$ cat src/rtl/gate_slew_pkg.sv
package gate_slew_pkg;
    localparam int PHASES  = 4;
    localparam int SLOT_W  = 8;
    localparam int DUR_W   = 3;
    localparam int CUR_W   = 5;
    localparam int TABLE_W = PHASES * SLOT_W;
    localparam int PH_W    = $clog2(PHASES);

    typedef struct packed {
        logic [CUR_W-1:0] cur;
        logic [DUR_W-1:0] dur;
    } slot_t;

    typedef enum logic {
        DIR_OFF = 1'b0,
        DIR_ON  = 1'b1
    } dir_e;
endpackage

$ cat src/rtl/gss_cmd_edge.sv
module gss_cmd_edge (
    input  logic clk,
    input  logic rst,
    input  logic cmd,
    output logic cmd_q,
    output logic rise,
    output logic fall
);
    always_ff @(posedge clk) begin
        if (rst) cmd_q <= 1'b0;
        else     cmd_q <= cmd;
    end

    assign rise = cmd & ~cmd_q;
    assign fall = ~cmd & cmd_q;
endmodule

$ cat src/rtl/gss_phase_timer.sv
module gss_phase_timer
    import gate_slew_pkg::*;
(
    input  logic             clk,
    input  logic             rst,
    input  logic             tick,
    input  logic             start,
    input  logic             abort,
    input  dir_e             start_dir,
    input  logic [DUR_W-1:0] dur_code,
    output logic             busy,
    output logic [PH_W-1:0]  phase,
    output dir_e             dir
);
    localparam logic [PH_W-1:0] LAST_PH = PH_W'(PHASES - 1);

    logic [DUR_W-1:0] tcnt;

    always_ff @(posedge clk) begin
        if (rst) begin
            busy  <= 1'b0;
            phase <= '0;
            tcnt  <= '0;
            dir   <= DIR_OFF;
        end else if (start) begin
            busy  <= 1'b1;
            phase <= '0;
            tcnt  <= '0;
            dir   <= start_dir;
        end else if (abort) begin
            busy  <= 1'b0;
            phase <= '0;
            tcnt  <= '0;
        end else if (busy && tick) begin
            if (tcnt == dur_code) begin
                tcnt <= '0;
                if (phase == LAST_PH) begin
                    busy  <= 1'b0;
                    phase <= '0;
                end else begin
                    phase <= phase + PH_W'(1);
                end
            end else begin
                tcnt <= tcnt + DUR_W'(1);
            end
        end
    end
endmodule

$ cat src/rtl/gss_code_sel.sv
module gss_code_sel
    import gate_slew_pkg::*;
(
    input  logic               busy,
    input  dir_e               dir,
    input  logic [PH_W-1:0]    phase,
    input  logic               cmd_q,
    input  logic [TABLE_W-1:0] on_table,
    input  logic [TABLE_W-1:0] off_table,
    input  logic [CUR_W-1:0]   on_trim,
    input  logic [CUR_W-1:0]   off_trim,
    output logic [CUR_W-1:0]   cur_code,
    output logic [DUR_W-1:0]   dur_code
);
    slot_t on_slots  [PHASES];
    slot_t off_slots [PHASES];
    slot_t act_slot;

    // step 1 occupies the top slot, the last step the bottom slot
    for (genvar g = 0; g < PHASES; g++) begin : g_unpack
        assign on_slots[g]  = slot_t'(on_table [(PHASES-1-g)*SLOT_W +: SLOT_W]);
        assign off_slots[g] = slot_t'(off_table[(PHASES-1-g)*SLOT_W +: SLOT_W]);
    end

    always_comb begin
        act_slot = (dir == DIR_ON) ? on_slots[phase] : off_slots[phase];
        dur_code = act_slot.dur;
        if (busy)       cur_code = act_slot.cur;
        else if (cmd_q) cur_code = on_trim;
        else            cur_code = off_trim;
    end
endmodule

$ cat src/rtl/gate_slew_seq.sv
module gate_slew_seq
    import gate_slew_pkg::*;
(
    input  logic               clk,
    input  logic               rst,
    input  logic               tick,
    input  logic               gate_cmd,
    input  logic               on_seq_en,
    input  logic               off_seq_en,
    input  logic [TABLE_W-1:0] on_table,
    input  logic [TABLE_W-1:0] off_table,
    input  logic [CUR_W-1:0]   on_trim,
    input  logic [CUR_W-1:0]   off_trim,
    output logic [CUR_W-1:0]   cur_code,
    output logic               busy,
    output logic [PH_W-1:0]    phase_idx
);
    logic             cmd_q, rise, fall, start, abort;
    dir_e             dir, start_dir;
    logic [DUR_W-1:0] dur_code;

    gss_cmd_edge u_edge (
        .clk   (clk),
        .rst   (rst),
        .cmd   (gate_cmd),
        .cmd_q (cmd_q),
        .rise  (rise),
        .fall  (fall)
    );

    // a new edge always cancels a running profile; it restarts only if enabled
    assign start     = (rise & on_seq_en) | (fall & off_seq_en);
    assign abort     = (rise | fall) & ~start;
    assign start_dir = rise ? DIR_ON : DIR_OFF;

    gss_phase_timer u_timer (
        .clk       (clk),
        .rst       (rst),
        .tick      (tick),
        .start     (start),
        .abort     (abort),
        .start_dir (start_dir),
        .dur_code  (dur_code),
        .busy      (busy),
        .phase     (phase_idx),
        .dir       (dir)
    );

    gss_code_sel u_sel (
        .busy      (busy),
        .dir       (dir),
        .phase     (phase_idx),
        .cmd_q     (cmd_q),
        .on_table  (on_table),
        .off_table (off_table),
        .on_trim   (on_trim),
        .off_trim  (off_trim),
        .cur_code  (cur_code),
        .dur_code  (dur_code)
    );
endmodule

$ cat config.mk
export PLATFORM = sky130hd
export DESIGN_NAME = gate_slew_seq
export DESIGN_NICKNAME = d
export VERILOG_FILES = /design/src/rtl/gate_slew_pkg.sv /design/src/rtl/gss_cmd_edge.sv /design/src/rtl/gss_phase_timer.sv /design/src/rtl/gss_code_sel.sv /design/src/rtl/gate_slew_seq.sv
export SDC_FILE = /design/constraint.sdc
export NUM_CORES = 1
export LEC_CHECK = 0
export BUFFER_PORTS_ARGS = -buffer_cell sky130_fd_sc_hd__buf_2
export CAP_MARGIN = 20
export CORE_UTILIZATION = 30
export CTS_BUF_LIST = sky130_fd_sc_hd__clkbuf_8 sky130_fd_sc_hd__clkbuf_16
export DETAILED_ROUTE_END_ITERATION = 10
export HOLD_SLACK_MARGIN = 0.06
export PLACE_DENSITY = 0.66
export SYNTH_ARGS = -nofsm -noshare
export SYNTH_HDL_FRONTEND = slang
export SYNTH_SLANG_ARGS = --single-unit
$ cat constraint.sdc
create_clock -name clk -period 2.8 [get_ports clk]
set_input_delay 0.7 -clock clk [delete_from_list [all_inputs] [get_ports clk]]
set_output_delay 0.7 -clock clk [all_outputs]
set_load 0.01 [all_outputs]
**After elaboration in Yosys (flattened, before gate mapping)**

Cells that the tools add are included.

- Add/subtract/negate cells: 2
- Order comparisons: 1
- Equality and inequality tests: 2
- Muxes and demuxes: 17
- Bitwise logic cells: 11
- Reduce and logical (&&, ||, !) cells: 7

Operators by type and width:

| operator | number |
|---|---|
| $mux 8 | 5 |
| $bmux 8 s2 | 2 |
| $mux 5 | 2 |
| $reduce_bool 3->1 | 3 |
| $mux 1 | 6 |
| $and 1x1->1 | 5 |
| $add 3x1->3 const B | 1 |
| $eq 3x3->1 | 1 |
| $ge 3x3->1 const B | 1 |
| $mux 3 | 1 |
| $not 1->1 | 3 |
| $not 2->3 | 1 |
| $reduce_and 3->1 | 1 |
| $reduce_or 3->1 | 1 |
| $add 2x1->2 const B | 1 |
| $eq 2x2->1 const B | 1 |
| $mux 2 | 1 |
| $or 1x1->1 | 2 |
| $reduce_and 2->1 | 1 |
| $logic_and 1x1->1 | 1 |

- Register bits after elaboration: 8
- Output and inout bits: 8

**Longest topological paths before layout**

- Depth in word-level cells: 10
- Gate-level depth with buffers: 8
- Mapped depth without buffers: 6

**Hierarchy**

Synthesis repeated with hierarchy kept, for this count alone.

- Cell total of the unflattened synthesis: 114
- Area total of the unflattened synthesis: 1052.3 um^2

By module, submodules not included:

| module | instances | cells an instance | area an instance (um^2) | seq. area each (um^2) |
|---|---|---|---|---|
| gss_code_sel | 1 | 64 | 621.8 | 0.0 |
| gss_phase_timer | 1 | 43 | 372.9 | 140.1 |
| gss_cmd_edge | 1 | 4 | 38.8 | 20.0 |
| gate_slew_seq | 1 | 3 | 18.8 | 0.0 |

**Worst setup path after synthesis**

OpenSTA, ideal clock, no wires.

- Path kind: flip-flop to output port
- From: register u_timer.phase[0]
- To: output port cur_code[1]
- Arrival: 1.631 ns
- Slack: 0.469 ns
- Cell stages (with the launch flop): 6
- Buffers on the path: 2
- Cells stage by stage: dfxtp_1 buf_4 buf_2 mux4_2 mux2i_1 a21oi_1

- Word-level cells in the longest chain between the ends: 6
- Elaborated cells on any way between the ends: 9

Ends and longest elaborated chain:

| element | RTL line | RTL |
|---|---|---|
| from (decl) | gss_phase_timer.sv:12 | `output logic [PH_W-1:0] phase,` |
| from (signal assigned) | gss_phase_timer.sv:41 | `phase <= phase + PH_W'(1);` |
| $not 2->3 (not written as such) (*) | gss_code_sel.sv:26 | `act_slot = (dir == DIR_ON) ? on_slots[phase] : off_slots[phase];` |
| $bmux 8 s2 | gss_code_sel.sv:26 |  |
| $mux 8 (not written as such) (2 in series) | gss_code_sel.sv:26 |  |
| $mux 8 (*) | gss_code_sel.sv:26 |  |
| $mux 5 (*) | gss_code_sel.sv:28 | `if (busy) cur_code = act_slot.cur;` |
| to (decl) | gate_slew_seq.sv:14 | `output logic [CUR_W-1:0] cur_code,` |

Mark *: on every way between the ends. The rest lies on a longest branch, timed or not. The select of a mux whose other input is x is not followed.

**Final worst setup path**

- From: register u_timer.phase[0]
- To: output port cur_code[0]

The elaborated chain is that of the path after synthesis.

==> impl_metrics.toml <==
[status]
outcome = "finished, final reports clean"

[run]
cap_violations = 0

[grt]
gr-max-usage-layer = "met2"
grtUsageMet2 = 0.301
track_usage = 0.158
gr-total-overflow = 0
met1_usage = 0.172
antenna_found_initial = 0
grt_max_degree = 15
met3_usage = 0.0426
grt_pass1_wl_um = 4200
grt_pass1_vias = 1064

[placement]
dp.cells = 229
gp_congestion = 0.761
dp_hpwl_um = 2410
numPortBuffers = 87

[clock_network]
ctsLongestPathBuffers = 2
clock-root-buffer = "clkbuf_8"
cts.clk_slew.worst_paths_ns = 0.04
post_cts_resized = 0
htreeDepth = 1
cts_sinks = 8
cts_buffers = 3
cts_tree = "done"
insertion_delay_ns = 0.23
ctsHoldBuffers = 0
post_cts_buffers = 0

[cells_and_area]
mostFrequentLayoutCell = "buf_2"
syn_to_final_growth_pct = 50.2
final_cell_mix = "87 x buf_2, 19 x mux2i_1, 13 x mux4_2"
nets = 274
layout-drive-gt1-share = 0.574
n_antenna_cell = 0
final_cells = 232

[yosys]
ys_seq_area_frac = 0.155
ys_warn_count = 0
synth_ff_type = "dfxtp_1"
ys_seq_elements = 8
post_synth_num_cell_types = 27
syn_nets = 186
netlist_area_um2 = 1030
syn_inst = 102
syn_avg_cell_area_um2 = 10.1
synth_edf_count = 0
synthArstFlopShare = 0

[worst_hold_path]
min_to = "u_timer.tcnt[1]$_SDFFE_PP0P_"
hold_class = "register to register"
whs_path_depth = 2
hp-start = "u_timer.tcnt[1]$_SDFFE_PP0P_"

[detailed_routing]
num_vias = 1123
drc = 0
first_pass_iters = 4
via_per_inst = 4.84
drt_iter0_drc = 5
avgRoutedWirePerCell_um = 12.0
route.antenna.remaining_nets = 0
wl_um = 2770

[floorplan]
dieArea_um2 = 3670
die_w_um = 60.6
core.rowCount = 20
start_util = 0.327
die_height_um = 60.6
design.core.area_um2 = 3150
io_pins = 88

[timing]
period_share = 0.888
fin_tns_setup_ns = 0
grt_setup_unrepaired = "no"
max_freq_ghz = 0.402
setup_viol = 0
relSlewSlack = 0.695
fin_skew_ns = 0.000812
min_period_ns = 2.49
hold_viol = 0
tightest_slew_ns = 0.457
finalMaxSlewViolations = 0

[critical_path]
worstPathRequired_ns = 2.10
r2r_setup_slack_ns = 0.64
crit_type = "register to output port"
critPathMaxFanout = 9
cp.arrival_ns = 1.79
cp-start-kind = "register"
cp-end-kind = "output port"
r2r-start = "u_timer.phase[1]$_SDFFE_PP0P_"
reg2regPathDepth = 6
rr_endpoint = "u_timer.busy$_SDFFE_PP0P_"

[pwr]
peakVddDrop_mv = 0.0952
power_density_nw_per_um2 = 261
power_uw = 404
p_leak_nw = 0.704
## Yosys cell counts, types with 2 or more instances
cell,instances,share of area
a211oi_1,5,0.036
a21oi_1,6,0.029
a22oi_1,2,0.015
buf_2,2,0.0097
buf_4,2,0.015
clkbuf_1,4,0.015
dfxtp_1,8,0.16
ha_1,4,0.049
inv_1,2,0.0073
mux2i_1,19,0.18
mux4_2,13,0.28
nand2_1,8,0.029
nand3_1,3,0.015
nor2_1,2,0.0073
nor2b_1,5,0.030
o21ai_0,2,0.0097
or3_1,2,0.012
xnor2_1,4,0.034
## routing by layer
layer	up-vias	share of wire	wire, µm
met5	-	0	0
met2	59	0.51	1420
met1	494	0.40	1110
li1	566	-	-
met3	4	0.081	224
met4	0	0.0079	22
## worst max-delay path by stage
stage          slack, ns                          start  cells after the start     endpoint
2_1_floorplan       0.47  u_timer.phase[0]$_SDFFE_PP0P_                      5  cur_code[1]
3_3_place_gp        0.36                    on_table[6]                      5  cur_code[3]
3_5_place_dp        0.34                   off_table[3]                      5  cur_code[0]
4_1_cts             0.28  u_timer.phase[0]$_SDFFE_PP0P_                      5  cur_code[0]
5_1_grt             0.18  u_timer.phase[0]$_SDFFE_PP0P_                      5  cur_code[0]
6_report            0.31  u_timer.phase[0]$_SDFFE_PP0P_                      5  cur_code[0]
## sequential cells by signal, indices dropped and copies added (netlist names)
name	cells
u_edge.cmd_q	1
u_timer.phase	2
u_timer.tcnt	3
u_timer.busy	1
u_timer.dir	1
## power by group
group / switching, mW / internal [mW]
Clock: 0.0489 / 0.0934
Combinational: 0.0518 / 0.0845
Sequential: 0.00762 / 0.117
Total: 0.108 / 0.295
## through the flow
stage | cell area [µm²] | setup slack, ns | utilization | hold WS (ns)
detailed placement | 1510 | 0.342 | 0.478 | 0.501
global placement | 1510 | 0.358 | 0.478 | 0.498
floorplan | 1030 | 0.469 | - | 0.478
finish | 1550 | 0.314 | 0.491 | 0.501
CTS | 1550 | 0.283 | 0.491 | 0.506
global route | 1550 | 0.178 | 0.491 | 0.536
## logic make-up (layout without fill, tap and decap cells)
kind of cell | count (synthesis) | in the layout | share of synthesized area
fa+ha+maj | 4 | 4 | 0.0485
flops | 8 | 8 | 0.155
xor+xnor | 4 | 4 | 0.0340
simple gates | 27 | 27 | 0.140
compound gates | 16 | 16 | 0.0971
buf+inv | 11 | 97 | 0.0570
mux | 32 | 32 | 0.468
## cell type report
cell class                      instances  area (µm²)
Clock buffer                            3        41.3
Sequential cell                         8         160
Fill cell                             339        1600
Inverter                                2        7.51
Tap cell                               44        55.1
Multi-Input combinational cell         83         812
Timing Repair Buffer                   92         473
## worst max-delay path, cell delays in order (launching register included)
cell     delay [ns]
dfxtp_1        0.33
buf_4          0.22
mux4_2         0.51
mux2i_1        0.23
a21oi_1        0.10
buf_2          0.16
Power figures use the tool's default switching activity.
